File: config.mk
export PLATFORM = sky130hd
export DESIGN_NAME = fifo_flag_bist
export DESIGN_NICKNAME = d
export VERILOG_FILES = /design/src/rtl/fifoflag_pkg.sv /design/src/rtl/ffseq_ctrl.sv /design/src/rtl/ffseq_datapath.sv /design/src/rtl/fifo_flag_bist.sv
export SDC_FILE = /design/constraint.sdc
export NUM_CORES = 1
export LEC_CHECK = 0
export BUFFER_PORTS_ARGS = -buffer_cell sky130_fd_sc_hd__buf_2
export CAP_MARGIN = 10
export CORE_MARGIN = 1.5
export CORE_UTILIZATION = 63
export DETAILED_ROUTE_END_ITERATION = 6
export GPL_TIMING_DRIVEN = 1
export PLACE_DENSITY = 0.87
export SLEW_MARGIN = 25
export SYNTH_ARGS = -nofsm -noshare
export SYNTH_HDL_FRONTEND = slang
export SYNTH_SLANG_ARGS = --single-unit
File: constraint.sdc
create_clock -name clk -period 9.3 [get_ports clk]
set_input_delay 0.465 -clock clk [delete_from_list [all_inputs] [get_ports clk]]
set_output_delay 0.465 -clock clk [all_outputs]
set_load 0.05 [all_outputs]
File: src/rtl/fifoflag_pkg.sv
package fifoflag_pkg;

  typedef struct packed {
    logic clear;
    logic nextPass;
    logic doWrite;
    logic doRead;
    logic chkFlags;
    logic chkData;
  } seqStrobe_t;

  typedef enum logic [2:0] {
    ST_IDLE,
    ST_ARM,
    ST_WRITE,
    ST_FILLCHK,
    ST_READ,
    ST_DRAINCHK,
    ST_DONE
  } seqState_t;

endpackage

File: src/rtl/ffseq_ctrl.sv
module ffseq_ctrl
  import fifoflag_pkg::*;
(
  input  logic       clk,
  input  logic       rstN,
  input  logic       start,
  input  logic       fwftMode,
  input  logic       isFull,
  input  logic       isEmpty,
  input  logic       lastPass,
  output seqStrobe_t strb,
  output logic       done
);

  seqState_t state, nxtState;

  always_ff @(posedge clk) begin
    if (!rstN) state <= ST_IDLE;
    else       state <= nxtState;
  end

  always_comb begin
    nxtState = state;
    strb     = '0;
    case (state)
      ST_IDLE, ST_DONE: begin
        if (start) begin
          strb.clear = 1'b1;
          nxtState   = ST_ARM;
        end
      end
      ST_ARM: begin
        strb.chkFlags = 1'b1;
        nxtState      = ST_WRITE;
      end
      ST_WRITE: begin
        strb.doWrite = 1'b1;
        nxtState     = ST_FILLCHK;
      end
      ST_FILLCHK: begin
        strb.chkFlags = 1'b1;
        nxtState      = isFull ? ST_READ : ST_WRITE;
      end
      ST_READ: begin
        strb.doRead  = 1'b1;
        strb.chkData = fwftMode;
        nxtState     = ST_DRAINCHK;
      end
      ST_DRAINCHK: begin
        strb.chkFlags = 1'b1;
        strb.chkData  = !fwftMode;
        if (!isEmpty) begin
          nxtState = ST_READ;
        end else if (lastPass) begin
          nxtState = ST_DONE;
        end else begin
          strb.nextPass = 1'b1;
          nxtState      = ST_ARM;
        end
      end
      default: nxtState = ST_IDLE;
    endcase
  end

  assign done = (state == ST_DONE);

endmodule

File: src/rtl/ffseq_datapath.sv
module ffseq_datapath
  import fifoflag_pkg::*;
#(
  parameter  int DEPTH = 8192,
  parameter  int WIDTH = 4,
  parameter  int THR_W = 13,
  localparam int CNT_W = $clog2(DEPTH + 1)
) (
  input  logic             clk,
  input  logic             rstN,
  input  seqStrobe_t       strb,
  input  logic [WIDTH-1:0] rdData,
  input  logic             fullIn,
  input  logic             emptyIn,
  input  logic             almostFullIn,
  input  logic             almostEmptyIn,
  output logic [WIDTH-1:0] wrData,
  output logic [THR_W-1:0] thrOut,
  output logic             isFull,
  output logic             isEmpty,
  output logic             lastPass,
  output logic             errFlag,
  output logic [CNT_W-1:0] errOccOut
);

  function automatic logic [WIDTH-1:0] dataPat(input logic oddOnes);
    logic [WIDTH-1:0] w;
    for (int i = 0; i < WIDTH; i++) w[i] = ((i % 2) == 1) ? oddOnes : !oddOnes;
    return w;
  endfunction

  function automatic logic [THR_W-1:0] thrPat(input logic oddOnes);
    logic [THR_W-1:0] w;
    for (int i = 0; i < THR_W; i++) w[i] = ((i % 2) == 1) ? oddOnes : !oddOnes;
    return w;
  endfunction

  localparam logic [WIDTH-1:0] DATA_A = dataPat(1'b1);
  localparam logic [WIDTH-1:0] DATA_B = dataPat(1'b0);
  localparam logic [THR_W-1:0] THR_A  = thrPat(1'b1);
  localparam logic [THR_W-1:0] THR_B  = thrPat(1'b0);

  logic [CNT_W-1:0] occ, wrIdx, rdIdx;
  logic             passB;
  logic [THR_W-1:0] thr;
  logic [WIDTH-1:0] curPat, expData;
  logic [3:0]       flagsSeen, flagsExp;
  logic             mismatch;

  assign curPat  = passB ? DATA_B : DATA_A;
  assign wrData  = WIDTH'(wrIdx) ^ curPat;
  assign expData = WIDTH'(rdIdx) ^ curPat;

  assign flagsSeen = {fullIn, emptyIn, almostFullIn, almostEmptyIn};
  assign flagsExp  = {occ == CNT_W'(DEPTH),
                      occ == '0,
                      (32'(occ) + 32'(thr)) >= 32'(DEPTH),
                      32'(occ) <= 32'(thr)};

  assign mismatch = (strb.chkFlags && (flagsSeen != flagsExp)) ||
                    (strb.chkData  && (rdData != expData));

  always_ff @(posedge clk) begin
    if (!rstN) begin
      occ       <= '0;
      wrIdx     <= '0;
      rdIdx     <= '0;
      passB     <= 1'b0;
      thr       <= '0;
      errFlag   <= 1'b0;
      errOccOut <= '0;
    end else if (strb.clear) begin
      occ       <= '0;
      wrIdx     <= '0;
      rdIdx     <= '0;
      passB     <= 1'b0;
      thr       <= THR_A;
      errFlag   <= 1'b0;
      errOccOut <= '0;
    end else begin
      if (strb.doWrite) begin
        occ   <= occ + CNT_W'(1);
        wrIdx <= wrIdx + CNT_W'(1);
      end
      if (strb.doRead)  occ   <= occ - CNT_W'(1);
      if (strb.chkData) rdIdx <= rdIdx + CNT_W'(1);
      if (strb.nextPass) begin
        passB <= 1'b1;
        thr   <= THR_B;
        wrIdx <= '0;
        rdIdx <= '0;
      end
      if (mismatch && !errFlag) begin
        errFlag   <= 1'b1;
        errOccOut <= occ;
      end
    end
  end

  assign thrOut   = thr;
  assign isFull   = (occ == CNT_W'(DEPTH));
  assign isEmpty  = (occ == '0);
  assign lastPass = passB;

endmodule

File: src/rtl/fifo_flag_bist.sv
module fifo_flag_bist
  import fifoflag_pkg::*;
#(
  parameter  int DEPTH = 8192,
  parameter  int WIDTH = 4,
  parameter  int THR_W = 13,
  localparam int CNT_W = $clog2(DEPTH + 1)
) (
  input  logic             clk,
  input  logic             rstN,
  input  logic             start,
  input  logic             fwftMode,
  output logic             fifoWrEn,
  output logic [WIDTH-1:0] fifoWrData,
  output logic             fifoRdEn,
  input  logic [WIDTH-1:0] fifoRdData,
  input  logic             fifoFull,
  input  logic             fifoEmpty,
  input  logic             fifoAlmostFull,
  input  logic             fifoAlmostEmpty,
  output logic [THR_W-1:0] almostThresh,
  output logic             done,
  output logic             error,
  output logic [CNT_W-1:0] errOcc
);

  seqStrobe_t strb;
  logic       isFull, isEmpty, lastPass;

  ffseq_ctrl u_ctrl (
    .clk      (clk),
    .rstN     (rstN),
    .start    (start),
    .fwftMode (fwftMode),
    .isFull   (isFull),
    .isEmpty  (isEmpty),
    .lastPass (lastPass),
    .strb     (strb),
    .done     (done)
  );

  ffseq_datapath #(.DEPTH(DEPTH), .WIDTH(WIDTH), .THR_W(THR_W)) u_dp (
    .clk           (clk),
    .rstN          (rstN),
    .strb          (strb),
    .rdData        (fifoRdData),
    .fullIn        (fifoFull),
    .emptyIn       (fifoEmpty),
    .almostFullIn  (fifoAlmostFull),
    .almostEmptyIn (fifoAlmostEmpty),
    .wrData        (fifoWrData),
    .thrOut        (almostThresh),
    .isFull        (isFull),
    .isEmpty       (isEmpty),
    .lastPass      (lastPass),
    .errFlag       (error),
    .errOccOut     (errOcc)
  );

  assign fifoWrEn = strb.doWrite;
  assign fifoRdEn = strb.doRead;

endmodule

==> flow_metrics.py, run 1 <==
metrics = {
    "status": {
        "status": "finished, final reports clean",
    },
    "cts": {
        "cts_tree": "done",
        "cts_buffer_depth": 2,
        "cts_setup_buffers": 0,
        "cts_sinks": 42,
        "post_cts_resized": 0,
        "cts_root_buf": "clkbuf_8",
        "clk_pin_slew_ps": 80,
        "htree_levels": 2,
        "numCtsBuffers": 5,
        "postCtsHoldBufs": 0,
        "clock_latency_ps": 290,
    },
    "grt": {
        "grt_pass1_vias": 2656,
        "overflow": 0,
        "grt_max_degree": 32,
        "track_usage": 0.279,
        "antenna_found_initial": 0,
        "grt_pass1_wl_um": 12000,
    },
    "pwr": {
        "clkPwrFrac": 0.320,
        "switching_power_uw": 119,
        "swShare": 0.311,
        "ir_drop_mv": 0.109,
        "p_int_uw": 265,
        "powerDensity_nw_per_um2": 109,
        "combPwrFrac": 0.184,
        "sequentialPowerShare": 0.496,
        "p_total_uw": 385,
        "leakagePower_nw": 1.61,
    },
    "timing": {
        "fin_ws_ps": 4930,
        "fin_crit_ps": 4370,
        "worstMarginPinSlew_ps": 978,
        "fin_crit_sh": 0.470,
        "tns_ps": 0,
        "maxClockFrequency_ghz": 0.229,
        "rsz0062_at_grt": "false",
        "setup_viol": 0,
        "timing.slew.headroom": 0.348,
        "slew_viol_final": 0,
        "whs_ps": 452,
        "hold_violations": 0,
        "finalClockSkew_ps": 4.03,
    },
    "synth": {
        "synth_top_cell_area_share": 0.258,
        "synth_edf_count": 0,
        "synth_seq_cells": 42,
        "async_reset_ff_frac": 0,
        "yosysWarnings": 0,
        "synth-xor-area-share": 0.0694,
        "synth-main-ff-cell": "dfxtp_1",
        "synthSimpleGateAreaFrac": 0.226,
        "yosysSeqAreaShare": 0.258,
        "synthDistinctLibCells": 50,
        "synth_top_family_by_area": "simple AND/OR/NAND/NOR gates",
        "synth_fa_ha_area_frac": 0.166,
        "synth_area_leaders": "dfxtp_1 26%, ha_1 15%, nand2_1 7.8%",
        "synth_area_leader_cell": "dfxtp_1",
        "synth_cells": 411,
        "syn-num-nets": 465,
        "synthMuxAreaShare": 0.0556,
        "synth-compound-area-share": 0.155,
        "syn_avg_cell_area_um2": 7.94,
        "synth_area_um2": 3260,
    },
    "cells_and_area": {
        "final_common_cell": "nand2_1",
        "drive_gt1_frac": 0.148,
        "syn2layout_area_growth_pct": 8.13,
        "layout.cells.non_filler": 510,
        "final_area_um2": 3530,
        "final_cell_mix": "68 x nand2_1, 46 x buf_2, 42 x dfxtp_1, 40 x ha_1, 33 x nor2_1",
        "multi_input_area_um2": 2190,
        "seqCellArea_um2": 841,
        "final_nets": 493,
        "antenna_cells": 0,
        "nFillCells": 402,
        "final_util": 0.700,
    },
    "placed_design": {
        "gp_congestion": 0.979,
        "dpl.hpwl_um": 5640,
        "numPortBuffers": 46,
        "placed_area_um2": 3430,
        "place_inst": 502,
        "place_ws_ps": 4910,
    },
    "floorplan": {
        "rows": 26,
        "start_util": 0.647,
        "die_height_um": 75.0,
        "dieArea_um2": 5620,
        "core_um2": 5040,
        "ios": 47,
        "die_w_um": 75.0,
    },
    "critical_path": {
        "cp-end-kind": "flip-flop",
        "max_stage_delay_ps": 920,
        "cp_data_arrival_time_ps": 4590,
        "cpMaxStageDelayCell": "dfxtp_1",
        "critPathMaxFanout": 24,
        "crit_required_ps": 9520,
        "path_class": "flip-flop to flip-flop",
        "critical_path.cell_chain": "inv_1, ha_1, or4_4, nor3_2, o311ai_1, a2111oi_2, o21ai_2, xnor2_2, a211oi_4, mux2i_1",
        "crit_buf_inv": 1,
        "critical_path.top_delay_family": "compound AO/OA/AOI/OAI gates",
        "critPathLaunchType": "flip-flop",
    },
    "detailed_routing": {
        "wl_per_cell_um": 14.8,
        "avgViaCountPerCell": 5.84,
        "ant_nets": 0,
        "drt_pass1_iterations": 5,
        "drc": 0,
        "drtIter0Drc": 276,
        "wl_um": 7570,
        "dr_total_vias": 2978,
    },
    "min_path": {
        "hold_class": "primary input to flip-flop",
    },
    "job": {
        "cap_violations": 0,
    },
}
==> worst paths after layout <==
kind,cells past startpoint,startpoint,slack [ps],end
min,3,rstN,450,u_ctrl.state[2]
max,10,u_dp.lastPass,4930,u_dp.errOccOut[0]
max reg2reg,10,u_dp.lastPass,4930,u_dp.errOccOut[0]
min reg2reg,2,u_dp.errOccOut[11],460,u_dp.errOccOut[11]
==> synth_stat cells, types with 3 or more instances <==
library cell  count
a211oi_1          4
a21o_1            4
a21oi_1          32
a221oi_1          4
a31oi_1           5
and2_1            3
and3_1            5
buf_4            12
clkbuf_1         12
dfxtp_1          42
ha_1             40
inv_1            20
mux2i_1          17
nand2_1          68
nand2b_1          7
nand3_1           6
nand4_1           5
nor2_1           33
nor2b_1           3
nor3_1           12
nor4_1            5
o21ai_0          13
o31ai_1           3
or2_2             3
xnor2_1          13
xor2_1           11
==> metal layers <==
metal,GRT usage,up-vias,wire length [µm]
met1,0.369,1372,3350
met4,0.0990,0,170
met3,0.0402,24,457
met2,0.467,111,3590
li1,-,1471,-
met5,0,-,0
==> power groups by stage <==
stage                     logic (mW)  clock network (mW)  registers, mW
final                         0.0708               0.123          0.191
after global routing          0.0766               0.131          0.191
after CTS                     0.0708               0.125          0.190
after detailed placement      0.0702                   0          0.195
after global placement        0.0686                   0          0.194
after floorplan               0.0592                   0          0.194
==> logic make-up after synthesis <==
group / after synthesis
AND/OR/NAND/NOR: 159
AO/OA/AOI/OAI: 79
buffers and inverters: 46
adder cells (fa/ha/maj): 42
flip-flops: 42
XOR/XNOR: 25
multiplexers: 18
==> final cells by class <==
class / count / area share
tap: 70 / 0.0248
clock buffer: 6 / 0.0234
clock inverter: 2 / 0.00355
timing repair buffer: 47 / 0.0674
multi-input combinational: 323 / 0.621
inverter: 20 / 0.0213
sequential: 42 / 0.238
==> tightest hold or removal path, cell delays in order <==
cell and delay [ps]:
buf_2 130, nand2_1 60, nor3_1 40
==> flip-flops by register name, summed over array words and instances (netlist names) <==
name	flops
u_ctrl.state	3
u_dp.lastPass	1
u_dp.wrIdx	4
u_dp.errOccOut	14
u_dp.errFlag	1
u_dp.rdIdx	4
u_dp.thrOut	1
u_dp.occ	14
Note: power is estimated with default switching activity, not from simulation.
==> run 2, diff against run 1 <==
--- a/config.mk
+++ b/config.mk
@@ -8,10 +8,10 @@
 export BUFFER_PORTS_ARGS = -buffer_cell sky130_fd_sc_hd__buf_2
 export CAP_MARGIN = 10
 export CORE_MARGIN = 1.5
-export CORE_UTILIZATION = 63
+export CORE_UTILIZATION = 52
 export DETAILED_ROUTE_END_ITERATION = 6
 export GPL_TIMING_DRIVEN = 1
-export PLACE_DENSITY = 0.87
+export PLACE_DENSITY = 0.76
 export SLEW_MARGIN = 25
 export SYNTH_ARGS = -nofsm -noshare
 export SYNTH_HDL_FRONTEND = slang
==> constraint.sdc (replaced) <==
create_clock -name clk -period 3.52 [get_ports clk]
set_input_delay 0.176 -clock clk [delete_from_list [all_inputs] [get_ports clk]]
set_output_delay 0.176 -clock clk [all_outputs]
set_load 0.05 [all_outputs]
==> flow_metrics.py, run 2 (synthesis gave the netlist of run 1 again) <==
metrics = {
    "status": {
        "status": "finished, final reports clean",
    },
    "timing": {
        "timing.slew.headroom": 0.350,
        "finalClockSkew_ps": 6.17,
        "maxClockFrequency_ghz": 0.311,
        "setup_viol": 0,
        "tns_ps": 0,
        "slew_viol_final": 0,
        "fin_crit_ps": 3210,
        "rsz0062_at_grt": "false",
        "hold_violations": 0,
        "fin_crit_sh": 0.913,
        "worstMarginPinSlew_ps": 971,
    },
    "critical_path": {
        "startpoint": "u_ctrl.state[2]",
        "path_class": "flip-flop to flip-flop",
        "rr_worst_depth": 13,
        "ff2ff_setup_slack_ps": 310,
        "critPathMaxFanout": 8,
        "crit_required_ps": 3750,
        "critPathLaunchType": "flip-flop",
        "cp-end-kind": "flip-flop",
        "r2r-start": "u_ctrl.state[2]",
        "reg2reg_to": "u_dp.occ[12]",
        "cp_data_arrival_time_ps": 3440,
    },
    "cts": {
        "cts_tree": "done",
        "htree_levels": 2,
        "cts_root_buf": "clkbuf_8",
        "clock_latency_ps": 310,
        "post_cts_resized": 0,
        "clk_pin_slew_ps": 90,
        "cts_sinks": 42,
        "cts_buffer_depth": 2,
        "cts_setup_buffers": 0,
        "numCtsBuffers": 5,
        "postCtsHoldBufs": 0,
    },
    "cells_and_area": {
        "final_nets": 503,
        "final_common_cell": "nand2_1",
        "drive_gt1_frac": 0.173,
        "final_util": 0.603,
        "top_regs": "u_dp.errOccOut (14), u_dp.occ (14)",
        "nFillCells": 560,
        "syn2layout_area_growth_pct": 10.7,
        "final_cell_mix": "68 x nand2_1, 46 x buf_2, 40 x ha_1, 40 x dfxtp_1",
        "antenna_cells": 0,
    },
    "grt": {
        "overflow": 0,
        "use_met2": 0.392,
        "grt.met1_usage": 0.338,
        "track_usage": 0.248,
        "grt_pass1_wl_um": 12800,
        "grt_max_degree": 32,
        "busiest_layer": "met2",
        "globalRouteMet3Util": 0.0626,
        "grt_pass1_vias": 2652,
        "antenna_found_initial": 0,
    },
    "floorplan": {
        "die_w_um": 82.2,
        "die_height_um": 82.2,
        "start_util": 0.544,
        "core_um2": 5990,
        "dieArea_um2": 6760,
        "rows": 28,
        "ios": 47,
    },
    "pwr": {
        "leakagePower_nw": 1.65,
        "ir_drop_mv": 0.219,
        "powerDensity_nw_per_um2": 286,
    },
    "min_path": {
        "hp-start": "rstN",
        "holdPathStages": 3,
        "hold_end": "u_ctrl.state[2]",
        "hold_class": "primary input to flip-flop",
    },
    "detailed_routing": {
        "wl_per_cell_um": 14.9,
        "drtIter0Drc": 214,
        "avgViaCountPerCell": 5.65,
        "wl_um": 7810,
        "drc": 0,
        "dr_total_vias": 2966,
        "drt_pass1_iterations": 4,
        "ant_nets": 0,
    },
    "job": {
        "cap_violations": 0,
    },
    "placed_design": {
        "numPortBuffers": 46,
        "dpl.hpwl_um": 5860,
        "gp_congestion": 0.964,
    },
}
-- run 2: cell count changes in the layout (fill, tap and decap cells not counted), sizes merged --
cell	delta
inv	+1
clkinvlp	+1
clkbuf	-1
clkinv	-1
buf	+10
-- run 2: power by group --
part	internal (mW)	total, mW	switching (mW)	leakage [nW]
combinational	0.0654	0.203	0.137	1.27
sequential	0.483	0.495	0.0126	0.340
clock	0.142	0.334	0.191	0.0408
total	0.690	1.03	0.342	1.65
-- run 2: final cells by class --
type,count,area [µm²],share of cell area
clock inverter,3,23.8,0.00658
sequential,42,843,0.234
clock buffer,5,68.8,0.0191
inverter,20,75.1,0.0208
tap,75,93.8,0.0260
multi-input combinational,323,2190,0.607
timing repair buffer,57,313,0.0866
-- run 2: through the flow --
step | power (mW) | setup WS, ps | area (µm²) | hold WS (ps) | cells
4_1_cts | 1.04 | 277 | 3610 | 130 | 525
2_1_floorplan | 0.669 | 71.6 | 3270 | 300 | 411
5_1_grt | 1.08 | 36.1 | 3610 | 147 | 525
3_5_place_dp | 0.708 | 322 | 3520 | 443 | 517
6_report | 1.03 | 307 | 3610 | 140 | 525
3_3_place_gp | 0.704 | 375 | 3520 | 439 | 517
-- run 2: worst max-delay path, stage by stage (launching register included) --
cell	delay, ps
dfxtp_1	490
nand2b_1	210
nor2_2	250
buf_4	200
inv_1	60
fa_1	460
nor2b_1	120
o21ai_0	120
a21boi_0	270
o21ai_1	190
a211oi_1	330
or4_1	170
nand3_1	70
a21oi_1	180
-- run 2: worst max path at each step --
stage,end,slack [ps],cells past startpoint
floorplan,u_dp.occ[12],70,12
global placement,u_dp.occ[12],380,13
detailed placement,u_dp.occ[12],320,13
CTS,u_dp.occ[12],280,13
global route,u_dp.occ[12],40,13
finish,u_dp.occ[12],310,13
-- run 2: layer usage --
metal  wire [µm]  up-vias
li1            -     1498
met4          85        0
met1        3630     1382
met3         516       11
met2        3580       75
met5           0        -
==> run 3, diff against run 2 <==
--- a/config.mk
+++ b/config.mk
@@ -11,7 +11,7 @@
 export CORE_UTILIZATION = 52
 export DETAILED_ROUTE_END_ITERATION = 6
 export GPL_TIMING_DRIVEN = 1
-export PLACE_DENSITY = 0.76
+export PLACE_DENSITY = 0.8
 export SLEW_MARGIN = 25
 export SYNTH_ARGS = -nofsm -noshare
 export SYNTH_HDL_FRONTEND = slang
==> flow_metrics.py, run 3 (synthesis gave the netlist of run 1 again) <==
metrics = {
    "cts": {
        "post_cts_resized": 0,
        "postCtsHoldBufs": 0,
        "clock_latency_ps": 320,
        "htree_levels": 2,
        "cts_sinks": 42,
        "cts_tree": "done",
        "cts_setup_buffers": 0,
        "numCtsBuffers": 5,
        "cts_root_buf": "clkbuf_8",
        "clk_pin_slew_ps": 100,
        "cts_buffer_depth": 2,
    },
    "grt": {
        "grt_pass1_vias": 2702,
        "grt_max_degree": 32,
        "grt_pass1_wl_um": 12700,
        "track_usage": 0.245,
        "overflow": 0,
        "antenna_found_initial": 0,
    },
    "timing": {
        "slew_viol_final": 0,
        "hold_violations": 0,
        "maxClockFrequency_ghz": 0.306,
        "tns_ps": 0,
        "fin_crit_sh": 0.929,
        "fin_crit_ps": 3270,
        "setup_viol": 0,
        "timing.slew.headroom": 0.334,
        "rsz0062_at_grt": "false",
        "worstMarginPinSlew_ps": 995,
        "finalClockSkew_ps": 8.85,
    },
    "pwr": {
        "combPwrFrac": 0.197,
        "swShare": 0.335,
        "leakagePower_nw": 1.65,
        "ir_drop_mv": 0.280,
        "switching_power_uw": 350,
        "clkPwrFrac": 0.331,
        "p_int_uw": 696,
        "powerDensity_nw_per_um2": 290,
        "sequentialPowerShare": 0.472,
    },
    "detailed_routing": {
        "ant_nets": 0,
        "drtIter0Drc": 189,
        "wl_per_cell_um": 15.2,
        "avgViaCountPerCell": 5.74,
        "drc": 0,
        "drt_pass1_iterations": 5,
        "wl_um": 7940,
        "dr_total_vias": 3004,
    },
    "critical_path": {
        "path_class": "flip-flop to flip-flop",
        "critPathLaunchType": "flip-flop",
        "crit_buf_inv": 2,
        "cpMaxStageDelayCell": "or4_4",
        "cp-end-kind": "flip-flop",
        "critical_path.top_delay_family": "compound AO/OA/AOI/OAI gates",
        "max_stage_delay_ps": 560,
        "cp_data_arrival_time_ps": 3520,
        "crit_required_ps": 3770,
        "critPathMaxFanout": 14,
        "critical_path.cell_chain": "inv_1, ha_1, or4_4, nor3_2, o311ai_1, a2111oi_2, o21ai_2, xnor2_2, a211oi_4, buf_4, mux2i_1",
        "ff2ff_setup_slack_ps": 250,
        "reg2reg_to": "u_dp.errOccOut[9]",
        "rr_worst_depth": 11,
        "r2r-start": "u_dp.lastPass",
    },
    "min_path": {
        "hold_end": "u_ctrl.state[2]",
        "hp-start": "rstN",
        "hold_class": "primary input to flip-flop",
        "holdPathStages": 3,
    },
    "cells_and_area": {
        "layout.cells.non_filler": 523,
        "drive_gt1_frac": 0.172,
        "syn2layout_area_growth_pct": 10.4,
        "top_regs": "u_dp.errOccOut (14), u_dp.occ (14)",
        "final_common_cell": "nand2_1",
        "antenna_cells": 0,
        "final_cell_mix": "68 x nand2_1, 46 x buf_2, 40 x ha_1, 40 x dfxtp_1",
        "final_nets": 501,
    },
    "floorplan": {
        "core_um2": 5990,
        "die_w_um": 82.2,
        "dieArea_um2": 6760,
        "start_util": 0.544,
        "ios": 47,
        "die_height_um": 82.2,
        "rows": 28,
    },
    "placed_design": {
        "place_inst": 515,
        "gp_congestion": 0.894,
        "numPortBuffers": 46,
        "dpl.hpwl_um": 5980,
    },
    "job": {
        "cap_violations": 0,
    },
    "status": {
        "status": "finished, final reports clean",
    },
}
[run 3: how the worst max path moves through the flow]
| stage | from | endpoint | slack [ps] | cells after the start |
|---|---|---|---|---|
| floorplan | u_ctrl.state[1] | u_dp.occ[12] | 70 | 12 |
| global placement | u_dp.lastPass | u_dp.errOccOut[9] | 360 | 11 |
| CTS | u_dp.lastPass | u_dp.errOccOut[9] | 240 | 11 |
| detailed placement | u_dp.lastPass | u_dp.errOccOut[9] | 260 | 11 |
| global route | u_dp.lastPass | u_dp.errOccOut[10] | 0.8 | 11 |
| finish | u_dp.lastPass | u_dp.errOccOut[9] | 250 | 11 |
[run 3: through the flow]
stage	area [µm²]	hold slack (ps)	total power, mW	worst slack [ps]	utilization
2_1_floorplan	3270	300	0.669	71.6	-
3_3_place_gp	3500	441	0.702	358	0.585
3_5_place_dp	3500	444	0.707	260	0.585
4_1_cts	3600	131	1.05	236	0.601
5_1_grt	3600	145	1.08	0.751	0.601
6_report	3600	138	1.05	251	0.601
[run 3: power groups by stage]
stage	logic, mW	registers [mW]	clock network (mW)
detailed placement	0.203	0.505	0
global placement	0.199	0.504	0
global route	0.221	0.495	0.367
floorplan	0.157	0.512	0
finish	0.206	0.494	0.347
CTS	0.204	0.493	0.352
[run 3: layout make-up]
type                       count  area [µm²]
multi-input combinational    323        2190
clock inverter                 3        28.8
sequential                    42         843
fill                         531        2390
inverter                      20        75.1
timing repair buffer          55         298
tap                           75        93.8
clock buffer                   5        68.8
[run 3: routing by layer]
metal / share of wire / GRT usage
met4: 0.013 / 0.0678
met3: 0.064 / 0.0473
met1: 0.47 / 0.339
met5: 0 / 0
met2: 0.45 / 0.385
[run 3: worst min-delay path, stage by stage]
cell and delay [ps]:
buf_2 130, nand2_1 60, nor3_1 40
